**src/rtl/dds_seq_pkg.sv**
```systemverilog
package dds_seq_pkg;
  localparam int WORD_W   = 16;
  localparam int N_WORDS  = 5;
  localparam logic [15:0] CTRL_HOLD = 16'h2100; // two-write load + reset
  localparam logic [15:0] CTRL_RUN  = 16'h2000; // two-write load, reset cleared
  localparam logic [1:0]  ADDR_F0   = 2'b01;
  localparam logic [2:0]  ADDR_P0   = 3'b110;

  typedef enum logic [1:0] {
    SH_IDLE = 2'd0,
    SH_SEND = 2'd1,
    SH_GAP  = 2'd2
  } shift_state_t;
endpackage

```
**src/rtl/dds_cmd_word.sv**
```systemverilog
module dds_cmd_word
  import dds_seq_pkg::*;
#(
  parameter int FW = 28,
  parameter int PW = 12,
  parameter logic [PW-1:0] PHASE0 = '0
) (
  input  logic [2:0]    idx,
  input  logic [FW-1:0] freq,
  output logic [15:0]   word
);
  localparam int HW = FW / 2;

  always_comb begin
    case (idx)
      3'd0:    word = CTRL_HOLD;
      3'd1:    word = {ADDR_F0, freq[HW-1:0]};
      3'd2:    word = {ADDR_F0, freq[FW-1:HW]};
      3'd3:    word = {ADDR_P0, 1'b0, PHASE0};
      default: word = CTRL_RUN;
    endcase
  end
endmodule

```
**src/rtl/dds_ser_shift.sv**
```systemverilog
module dds_ser_shift
  import dds_seq_pkg::*;
#(
  parameter int W    = 16,
  parameter int HALF = 2
) (
  input  logic         clk,
  input  logic         rst_n,
  input  logic         load,
  input  logic [W-1:0] word,
  output logic         idle,
  output logic         word_done,
  output logic         frame_n,
  output logic         ser_clk,
  output logic         ser_data
);
  localparam int HCW = $clog2(HALF) + 1;
  localparam int BCW = $clog2(W);
  localparam int GCW = $clog2(2 * HALF + 1) + 1;

  shift_state_t   st;
  logic [HCW-1:0] hcnt;
  logic [BCW-1:0] bcnt;
  logic [W-1:0]   sh;
  logic           gap_second;
  logic           tick;

  assign tick = (hcnt == HCW'(HALF - 1));
  assign idle = (st == SH_IDLE);

  always_ff @(posedge clk) begin
    if (!rst_n) begin
      st         <= SH_IDLE;
      hcnt       <= '0;
      bcnt       <= '0;
      sh         <= '0;
      gap_second <= 1'b0;
      word_done  <= 1'b0;
      frame_n    <= 1'b1;
      ser_clk    <= 1'b1;
      ser_data   <= 1'b0;
    end else begin
      word_done <= 1'b0;
      case (st)
        SH_IDLE: begin
          hcnt <= '0;
          if (load) begin
            sh       <= word;
            ser_data <= word[W-1];
            frame_n  <= 1'b0;
            ser_clk  <= 1'b1;
            bcnt     <= '0;
            st       <= SH_SEND;
          end
        end
        SH_SEND: begin
          if (tick) begin
            hcnt <= '0;
            if (ser_clk) begin
              ser_clk <= 1'b0;
            end else begin
              ser_clk <= 1'b1;
              if (bcnt == BCW'(W - 1)) begin
                frame_n    <= 1'b1;
                ser_data   <= 1'b0;
                gap_second <= 1'b0;
                st         <= SH_GAP;
              end else begin
                sh       <= sh << 1;
                ser_data <= sh[W-2];
                bcnt     <= bcnt + 1'b1;
              end
            end
          end else begin
            hcnt <= hcnt + 1'b1;
          end
        end
        SH_GAP: begin
          if (tick) begin
            hcnt <= '0;
            if (gap_second) begin
              st        <= SH_IDLE;
              word_done <= 1'b1;
            end else begin
              gap_second <= 1'b1;
            end
          end else begin
            hcnt <= hcnt + 1'b1;
          end
        end
        default: st <= SH_IDLE;
      endcase
    end
  end

  // Assertion support: strobe-high cycle count since the last frame
  logic [GCW-1:0] hi_cnt;
  logic           seen_frame;
  always_ff @(posedge clk) begin
    if (!rst_n) begin
      hi_cnt     <= '0;
      seen_frame <= 1'b0;
    end else begin
      if (!frame_n) seen_frame <= 1'b1;
      if (!frame_n) hi_cnt <= '0;
      else if (hi_cnt < GCW'(2 * HALF)) hi_cnt <= hi_cnt + 1'b1;
    end
  end

  p_clk_idle_high_r7: assert property (@(posedge clk) disable iff (!rst_n)
    frame_n |-> ser_clk);
  p_data_on_rise_r7: assert property (@(posedge clk) disable iff (!rst_n)
    (!frame_n && $past(!frame_n) && ser_data != $past(ser_data)) |-> $rose(ser_clk));
  p_frame_ends_high_r6: assert property (@(posedge clk) disable iff (!rst_n)
    $rose(frame_n) |-> ser_clk);
  p_gap_length_r8: assert property (@(posedge clk) disable iff (!rst_n)
    ($fell(frame_n) && seen_frame) |-> (hi_cnt >= GCW'(2 * HALF)));
endmodule

```
**src/rtl/dds_init_seq.sv**
```systemverilog
module dds_init_seq
  import dds_seq_pkg::*;
#(
  parameter int FW = 28,
  parameter int PW = 12,
  parameter logic [PW-1:0] PHASE0 = '0,
  parameter int SCLK_HALF = 2
) (
  input  logic          clk,
  input  logic          rst_n,
  input  logic          cmd_valid,
  output logic          cmd_ready,
  input  logic [FW-1:0] cmd_freq,
  output logic          frame_n,
  output logic          ser_clk,
  output logic          ser_data,
  output logic          seq_done
);
  logic          busy;
  logic [2:0]    idx;
  logic [FW-1:0] freq_q;
  logic          load_q;
  logic [15:0]   cur_word;
  logic          sh_idle;
  logic          sh_done;
  logic          accept;

  assign cmd_ready = !busy;
  assign accept    = cmd_valid && cmd_ready;

  dds_cmd_word #(.FW(FW), .PW(PW), .PHASE0(PHASE0)) u_word (
    .idx  (idx),
    .freq (freq_q),
    .word (cur_word)
  );

  dds_ser_shift #(.W(WORD_W), .HALF(SCLK_HALF)) u_shift (
    .clk       (clk),
    .rst_n     (rst_n),
    .load      (load_q),
    .word      (cur_word),
    .idle      (sh_idle),
    .word_done (sh_done),
    .frame_n   (frame_n),
    .ser_clk   (ser_clk),
    .ser_data  (ser_data)
  );

  always_ff @(posedge clk) begin
    if (!rst_n) begin
      busy     <= 1'b0;
      idx      <= '0;
      freq_q   <= '0;
      load_q   <= 1'b0;
      seq_done <= 1'b0;
    end else begin
      load_q   <= 1'b0;
      seq_done <= 1'b0;
      if (accept) begin
        busy   <= 1'b1;
        freq_q <= cmd_freq;
        idx    <= '0;
        load_q <= 1'b1;
      end else if (busy && sh_done) begin
        if (idx == 3'(N_WORDS - 1)) begin
          busy     <= 1'b0;
          seq_done <= 1'b1;
        end else begin
          idx    <= idx + 1'b1;
          load_q <= 1'b1;
        end
      end
    end
  end

  p_load_when_idle_r6: assert property (@(posedge clk) disable iff (!rst_n)
    load_q |-> sh_idle);
  p_busy_after_accept_r10: assert property (@(posedge clk) disable iff (!rst_n)
    (cmd_valid && cmd_ready) |=> !cmd_ready);
  p_done_single_r9: assert property (@(posedge clk) disable iff (!rst_n)
    seq_done |=> !seq_done);
  p_done_frame_closed_r9: assert property (@(posedge clk) disable iff (!rst_n)
    seq_done |-> (frame_n && cmd_ready));
endmodule

```
**config.mk**
```make
export PLATFORM = sky130hd
export DESIGN_NAME = dds_init_seq
export DESIGN_NICKNAME = d
export VERILOG_FILES = /design/src/rtl/dds_seq_pkg.sv /design/src/rtl/dds_cmd_word.sv /design/src/rtl/dds_ser_shift.sv /design/src/rtl/dds_init_seq.sv
export SDC_FILE = /design/constraint.sdc
export NUM_CORES = 1
export LEC_CHECK = 0
export BUFFER_PORTS_ARGS = -buffer_cell sky130_fd_sc_hd__buf_4
export CORE_MARGIN = 3
export CORE_UTILIZATION = 42
export CTS_BUF_LIST = sky130_fd_sc_hd__clkbuf_8
export CTS_CLUSTER_SIZE = 24
export DETAILED_ROUTE_END_ITERATION = 10
export GPL_ROUTABILITY_DRIVEN = 0
export PLACE_DENSITY = 0.67
export SLEW_MARGIN = 40
export SYNTH_ARGS = -nofsm -noshare
export SYNTH_HDL_FRONTEND = slang
export SYNTH_SLANG_ARGS = --single-unit
```
**constraint.sdc**
```tcl
create_clock -name clk -period 2.75 [get_ports clk]
set_input_delay 0.1375 -clock clk [delete_from_list [all_inputs] [get_ports clk]]
set_output_delay 0.1375 -clock clk [all_outputs]
set_load 0.01 [all_outputs]
```
==> results.json, run 1 <==
{
  "cp_common_cell": "sky130_fd_sc_hd__mux2i_1",
  "die_area_um2": 7720,
  "yosys_warnings": 0,
  "drt-total-wl_mm": 6.01,
  "fillCellCount": 602,
  "run_status": "finished clean",
  "total_placed_cells_including_tap_cells": 438,
  "power_per_cell_area_nw_per_um2": 847,
  "min-delay-path-class": "input port to register",
  "cts_setup_buffers": 0,
  "tritoncts.num_buffers": 9,
  "post_layout_nonfiller_instances": 454,
  "report.power.total_mw": 2.85,
  "clock-root-buffer": "sky130_fd_sc_hd__clkbuf_8",
  "top_level_ports": 36,
  "clock_latency_ns": 0.33,
  "postLayoutCoreUtil_pct": 52.4,
  "detailedRoute.firstPassIterationCount": 4,
  "setup.worst_path.start_class": "register",
  "crit_path_max_incr_delay_ns": 0.38,
  "worst-path-max-fanout": 31,
  "synth.cell_area_um2": 2820,
  "final-hold-violation-count": 0,
  "slew-limit-headroom_pct": 58.1,
  "final_common_cell": "sky130_fd_sc_hd__nand2_1",
  "ant_nets": 0,
  "die_width_um": 87.9,
  "synthCells": 343,
  "drcViolationCount": 0,
  "postSynthRegisterBits": 62,
  "worst_ir_drop_vdd_uv": 438,
  "placeableCoreArea_um2": 6420,
  "vias_per_cell": 5.29,
  "final_cell_mix": "sky130_fd_sc_hd__nand2_1, sky130_fd_sc_hd__dfxtp_1, sky130_fd_sc_hd__a21oi_1",
  "cts.sink_count": 62,
  "dpl_cell_area_um2": 3110,
  "final_net_count": 414,
  "number_of_flops_mapped_to_enable_cells_by_yosys": 0,
  "n_antenna_cell": 0,
  "hold_ws_ns": 0.0495,
  "area.growth.synth_to_final_pct": 19.5,
  "dp.final_hpwl_mm": 4.07,
  "cts_max_level": 3,
  "ys_dominant_reg_cell": "sky130_fd_sc_hd__dfxtp_1",
  "tritoncts": "yes",
  "worstMarginPinSlew_ns": 0.628,
  "final_critical_path_setup_slack_ns": 0.695,
  "maxCapViolations": 0,
  "cts_resized": 0,
  "layout_worst_path_cycle_share_pct": 74.7,
  "ctsHoldBuffers": 0,
  "grt_antenna_before_repair": 0,
  "clk_slew_on_worst_s_h_paths_ns": 0.07,
  "final_cell_area_um2": 3370,
  "path_delay_family": "buffers and inverters",
  "route.detailed.wl_per_inst_um": 13.2,
  "setup_violations": 0,
  "required_ns": 2.95,
  "highest_clock_frequency_the_design_can_meet_ghz": 0.487,
  "total_nets_after_synthesis": 385,
  "fin_worst_skew_ns": 0.00799,
  "timing_worst_setup_path_type": "register to register",
  "port_buffers": 35,
  "report.final.slew_viol_count": 0,
  "grt_pass1_vias": 2216,
  "synth_sequential_area_ratio_pct": 44.1,
  "grt_usage_pct": 17.0,
  "post_route_cells_drive_above_1_share_pct": 20.2,
  "rsz0062_at_grt": "false",
  "crit_chain": "inv_1, ha_1, mux2i_1, a211oi_4, buf_4, mux2i_1, nor2_1",
  "worst_path_max_delay_cell": "sky130_fd_sc_hd__buf_4",
  "number_of_vias_after_detailed_routing": 2403,
  "synth_async_sr_flop_share_pct": 0,
  "grt_overflow_total": 0,
  "worst_ep_arrival_time_ns": 2.26,
  "synth_cell_types": 41,
  "timing.setup.tns_ns": 0,
  "rows": 29,
  "clock_path_buffers": 2,
  "dpl_worst_slack_ns": 0.695,
  "syn_area_per_cell_um2": 8.21,
  "grt_start_max_net_pins": 55,
  "path_buf_inv": 2,
  "period_minus_slack_ns": 2.06,
  "grt_first_pass_wirelength_mm": 10.4,
  "leakage_nw": 1.27,
  "die_y_um": 87.9,
  "end_kind": "register",
  "initial_utilization_pct": 43.9,
  "first_iter_violations": 112
}
[cells by family after synthesis]
group | count (synthesis) | share of synthesized area, %
xor+xnor | 1 | 0.311
mux | 4 | 1.47
compound gates | 102 | 24.3
buf+inv | 34 | 5.20
flops | 62 | 44.1
simple gates | 129 | 19.7
fa+ha+maj | 11 | 4.89
[cells in the mapped netlist (2+ instances only)]
| cell | instances | area share [%] |
|---|---|---|
| sky130_fd_sc_hd__a211oi_1 | 4 | 1.1 |
| sky130_fd_sc_hd__a211oi_2 | 12 | 5.3 |
| sky130_fd_sc_hd__a21o_1 | 2 | 0.53 |
| sky130_fd_sc_hd__a21oi_1 | 53 | 9.4 |
| sky130_fd_sc_hd__a22oi_1 | 12 | 3.2 |
| sky130_fd_sc_hd__and3_1 | 3 | 0.67 |
| sky130_fd_sc_hd__buf_1 | 3 | 0.40 |
| sky130_fd_sc_hd__buf_6 | 2 | 0.80 |
| sky130_fd_sc_hd__clkbuf_1 | 15 | 2.0 |
| sky130_fd_sc_hd__dfxtp_1 | 62 | 44 |
| sky130_fd_sc_hd__ha_1 | 11 | 4.9 |
| sky130_fd_sc_hd__inv_1 | 12 | 1.6 |
| sky130_fd_sc_hd__mux2i_1 | 3 | 1.1 |
| sky130_fd_sc_hd__nand2_1 | 68 | 9.1 |
| sky130_fd_sc_hd__nand2b_1 | 3 | 0.67 |
| sky130_fd_sc_hd__nand3_1 | 5 | 0.89 |
| sky130_fd_sc_hd__nand4_1 | 2 | 0.44 |
| sky130_fd_sc_hd__nor2_1 | 33 | 4.4 |
| sky130_fd_sc_hd__nor2_2 | 4 | 0.89 |
| sky130_fd_sc_hd__nor2b_1 | 3 | 0.67 |
| sky130_fd_sc_hd__nor3_1 | 2 | 0.36 |
| sky130_fd_sc_hd__o21ai_0 | 9 | 1.6 |
| sky130_fd_sc_hd__o22ai_1 | 2 | 0.44 |
[worst paths after layout]
check / start / end / slack [ns] / cells after the start
max: u_shift.st[1]$_SDFFE_PN0P_ / u_shift.sh[0]$_SDFFE_PN0P_ / 0.69 / 7
min reg2reg: freq_q[14]$_SDFFE_PN0P_ / freq_q[14]$_SDFFE_PN0P_ / 0.45 / 2
max reg2reg: u_shift.st[1]$_SDFFE_PN0P_ / u_shift.sh[0]$_SDFFE_PN0P_ / 0.69 / 7
min: cmd_freq[5] / freq_q[5]$_SDFFE_PN0P_ / 0.05 / 3
[tightest hold or removal path, cell delays in order]
cell	delay (ns)
sky130_fd_sc_hd__buf_4	0.11
sky130_fd_sc_hd__nand2_1	0.04
sky130_fd_sc_hd__a21oi_1	0.05
[per-layer routing]
| metal | global-route usage (%) | wire length (um) | up-vias |
|---|---|---|---|
| li1 | - | - | 1237 |
| met5 | 0 | 0 | - |
| met4 | 6.97 | 102 | 0 |
| met1 | 22.7 | 2870 | 1113 |
| met2 | 26.5 | 2840 | 41 |
| met3 | 3.57 | 195 | 12 |
[sequential cells by signal, indices dropped and copies added, names as in the netlist]
name                cells
u_shift.sh             15
u_shift.hcnt            2
freq_q                 28
u_shift.gap_second      1
u_shift.word_done       1
u_shift.ser_data        1
load_q                  1
seq_done                1
busy                    1
u_shift.st              2
u_shift.bcnt            4
idx                     3
u_shift.ser_clk         1
u_shift.frame_n         1
[power by group]
group	internal, mW	total (mW)	switching (mW)
combinational	0.291	0.751	0.459
sequential	1.01	1.09	0.0773
clock	0.652	1.01	0.359
total	1.96	2.85	0.895
[final cells by class]
type / instances / area, um2 / share of cell area (%)
tap: 77 / 96.3 / 2.86
clock inverter: 5 / 105 / 3.12
multi-input combinational: 247 / 1430 / 42.4
timing repair buffer: 39 / 293 / 8.70
sequential: 62 / 1240 / 36.9
inverter: 13 / 51.3 / 1.52
clock buffer: 11 / 151 / 4.50
Power figures use the tool's default switching activity.
==> run 2, diff against run 1 <==
clock period = 1.99 ns   (was 2.75 ns; I/O delays follow)
==> results.json, run 2 (synthesis gave the netlist of run 1 again) <==
{
  "run_status": "finished clean",
  "dpl_worst_slack_ns": 0.143,
  "top_level_ports": 36,
  "final-hold-violation-count": 0,
  "cts_max_level": 3,
  "area.growth.synth_to_final_pct": 21.5,
  "postLayoutCoreUtil_pct": 53.3,
  "die_y_um": 87.9,
  "number_of_vias_after_detailed_routing": 2415,
  "post_route_cells_drive_above_1_share_pct": 20.5,
  "setup_violations": 0,
  "crit_end": "u_shift.sh[0]$_SDFFE_PN0P_",
  "report.power.total_mw": 3.75,
  "maxCapViolations": 0,
  "power_per_cell_area_nw_per_um2": 1100,
  "placeableCoreArea_um2": 6420,
  "clk_slew_on_worst_s_h_paths_ns": 0.07,
  "highest_clock_frequency_the_design_can_meet_ghz": 0.534,
  "grt_pass1_vias": 2192,
  "ant_nets": 0,
  "rows": 29,
  "setup.worst_path.start_class": "register",
  "clock-root-buffer": "sky130_fd_sc_hd__clkbuf_8",
  "timing_worst_setup_path_type": "register to register",
  "final_cell_mix": "sky130_fd_sc_hd__nand2_1, sky130_fd_sc_hd__dfxtp_1, sky130_fd_sc_hd__a21oi_1",
  "groute.layer.met3.usage_pct": 4.14,
  "vias_per_cell": 5.22,
  "startpoint": "u_shift.st[1]$_SDFFE_PN0P_",
  "reg.largest.list": "freq_q x28, u_shift.sh x15, u_shift.bcnt x4",
  "crit-reg2reg-launch": "u_shift.st[1]$_SDFFE_PN0P_",
  "final_net_count": 423,
  "required_ns": 2.19,
  "n_antenna_cell": 0,
  "grtUsageMet1_pct": 22.9,
  "drcViolationCount": 0,
  "period_minus_slack_ns": 1.87,
  "final_common_cell": "sky130_fd_sc_hd__nand2_1",
  "layout_worst_path_cycle_share_pct": 94.0,
  "slew-limit-headroom_pct": 61.5,
  "grt_start_max_net_pins": 32,
  "reg2regPathDepth": 7,
  "worst-path-max-fanout": 16,
  "post_layout_nonfiller_instances": 463,
  "gr-usage-met2_pct": 26.0,
  "largest_reg_flops": 28,
  "clock_path_buffers": 2,
  "initial_utilization_pct": 43.9,
  "worst_ir_drop_vdd_uv": 584,
  "most_congested_layer_reported_by_global_routing": "met2",
  "dp.final_hpwl_mm": 4.15,
  "dpl_cell_area_um2": 3160,
  "final_cell_area_um2": 3420,
  "end_kind": "register",
  "route.detailed.wl_per_inst_um": 13.4,
  "port_buffers": 35,
  "first_iter_violations": 121,
  "leakage_nw": 1.30,
  "registers.top_by_ff_count": "freq_q",
  "min-delay-path-class": "input port to register",
  "grt_first_pass_wirelength_mm": 10.3,
  "worstMarginPinSlew_ns": 0.577,
  "clock_latency_ns": 0.34,
  "drt-total-wl_mm": 6.21,
  "tritoncts.num_buffers": 9,
  "grt_overflow_total": 0,
  "report.final.slew_viol_count": 0,
  "grt_antenna_before_repair": 0,
  "die_width_um": 87.9,
  "total_placed_cells_including_tap_cells": 441,
  "die_area_um2": 7720,
  "detailedRoute.firstPassIterationCount": 4,
  "worst-r2r-setup-slack_ns": 0.12,
  "cts.sink_count": 62,
  "fin_worst_skew_ns": 0.00871,
  "crit-reg2reg-capture": "u_shift.sh[0]$_SDFFE_PN0P_",
  "grt_usage_pct": 16.9,
  "final_critical_path_setup_slack_ns": 0.119,
  "tritoncts": "yes",
  "worst_ep_arrival_time_ns": 2.08
}
[run 2: area by class of cell]
| type | instances | area (um2) |
|---|---|---|
| fill | 599 | 3000 |
| multi-input combinational | 247 | 1430 |
| sequential | 62 | 1240 |
| timing repair buffer | 48 | 415 |
| clock buffer | 9 | 124 |
| tap | 77 | 96.3 |
| clock inverter | 7 | 66.3 |
| inverter | 13 | 48.8 |
[run 2: critical path, stage by stage (launching register included)]
cell and delay, ns:
sky130_fd_sc_hd__dfxtp_1 0.39, sky130_fd_sc_hd__inv_1 0.10, sky130_fd_sc_hd__ha_1 0.24, sky130_fd_sc_hd__and4_1 0.22
sky130_fd_sc_hd__a211oi_4 0.35, sky130_fd_sc_hd__buf_12 0.20, sky130_fd_sc_hd__mux2i_1 0.18, sky130_fd_sc_hd__nor2_1 0.05
[run 2: per-stage QoR]
step                setup TNS [ns]  hold WS [ns]
detailed placement               0         0.355
global placement                 0         0.350
finish                           0       0.00787
CTS                              0      0.000367
floorplan                        0         0.235
global route              -0.00842      0.000781
[run 2: worst min path at each step]
stage / from / to / slack, ns / cells past startpoint
after floorplan: cmd_freq[0] / freq_q[0]$_SDFFE_PN0P_ / 0.24 / 2
after global placement: cmd_freq[7] / freq_q[7]$_SDFFE_PN0P_ / 0.35 / 3
after detailed placement: cmd_freq[0] / freq_q[0]$_SDFFE_PN0P_ / 0.35 / 3
after CTS: cmd_freq[4] / freq_q[4]$_SDFFE_PN0P_ / 0.0004 / 3
after global routing: cmd_freq[13] / freq_q[13]$_SDFFE_PN0P_ / 0.0008 / 3
final: cmd_freq[7] / freq_q[7]$_SDFFE_PN0P_ / 0.008 / 3
[run 2: per-layer routing]
layer | vias up | part of all wire (%)
met5 | - | 0
met4 | 0 | 1.2
met3 | 6 | 4.2
met2 | 50 | 45
met1 | 1112 | 50
li1 | 1247 | -
[run 2: timing repair]
item                       in CTS  in global routing
setup endpoints to repair       0                  2
hold endpoints to repair        5                  0
resized for setup               0                  1
hold buffers                    5                  0
setup buffers                   0                  0
[run 2: where the power goes]
part | total [mW] | internal, mW | switching [mW]
Clock | 1.08 | 0.569 | 0.514
Sequential | 1.50 | 1.40 | 0.103
Combinational | 1.16 | 0.501 | 0.663
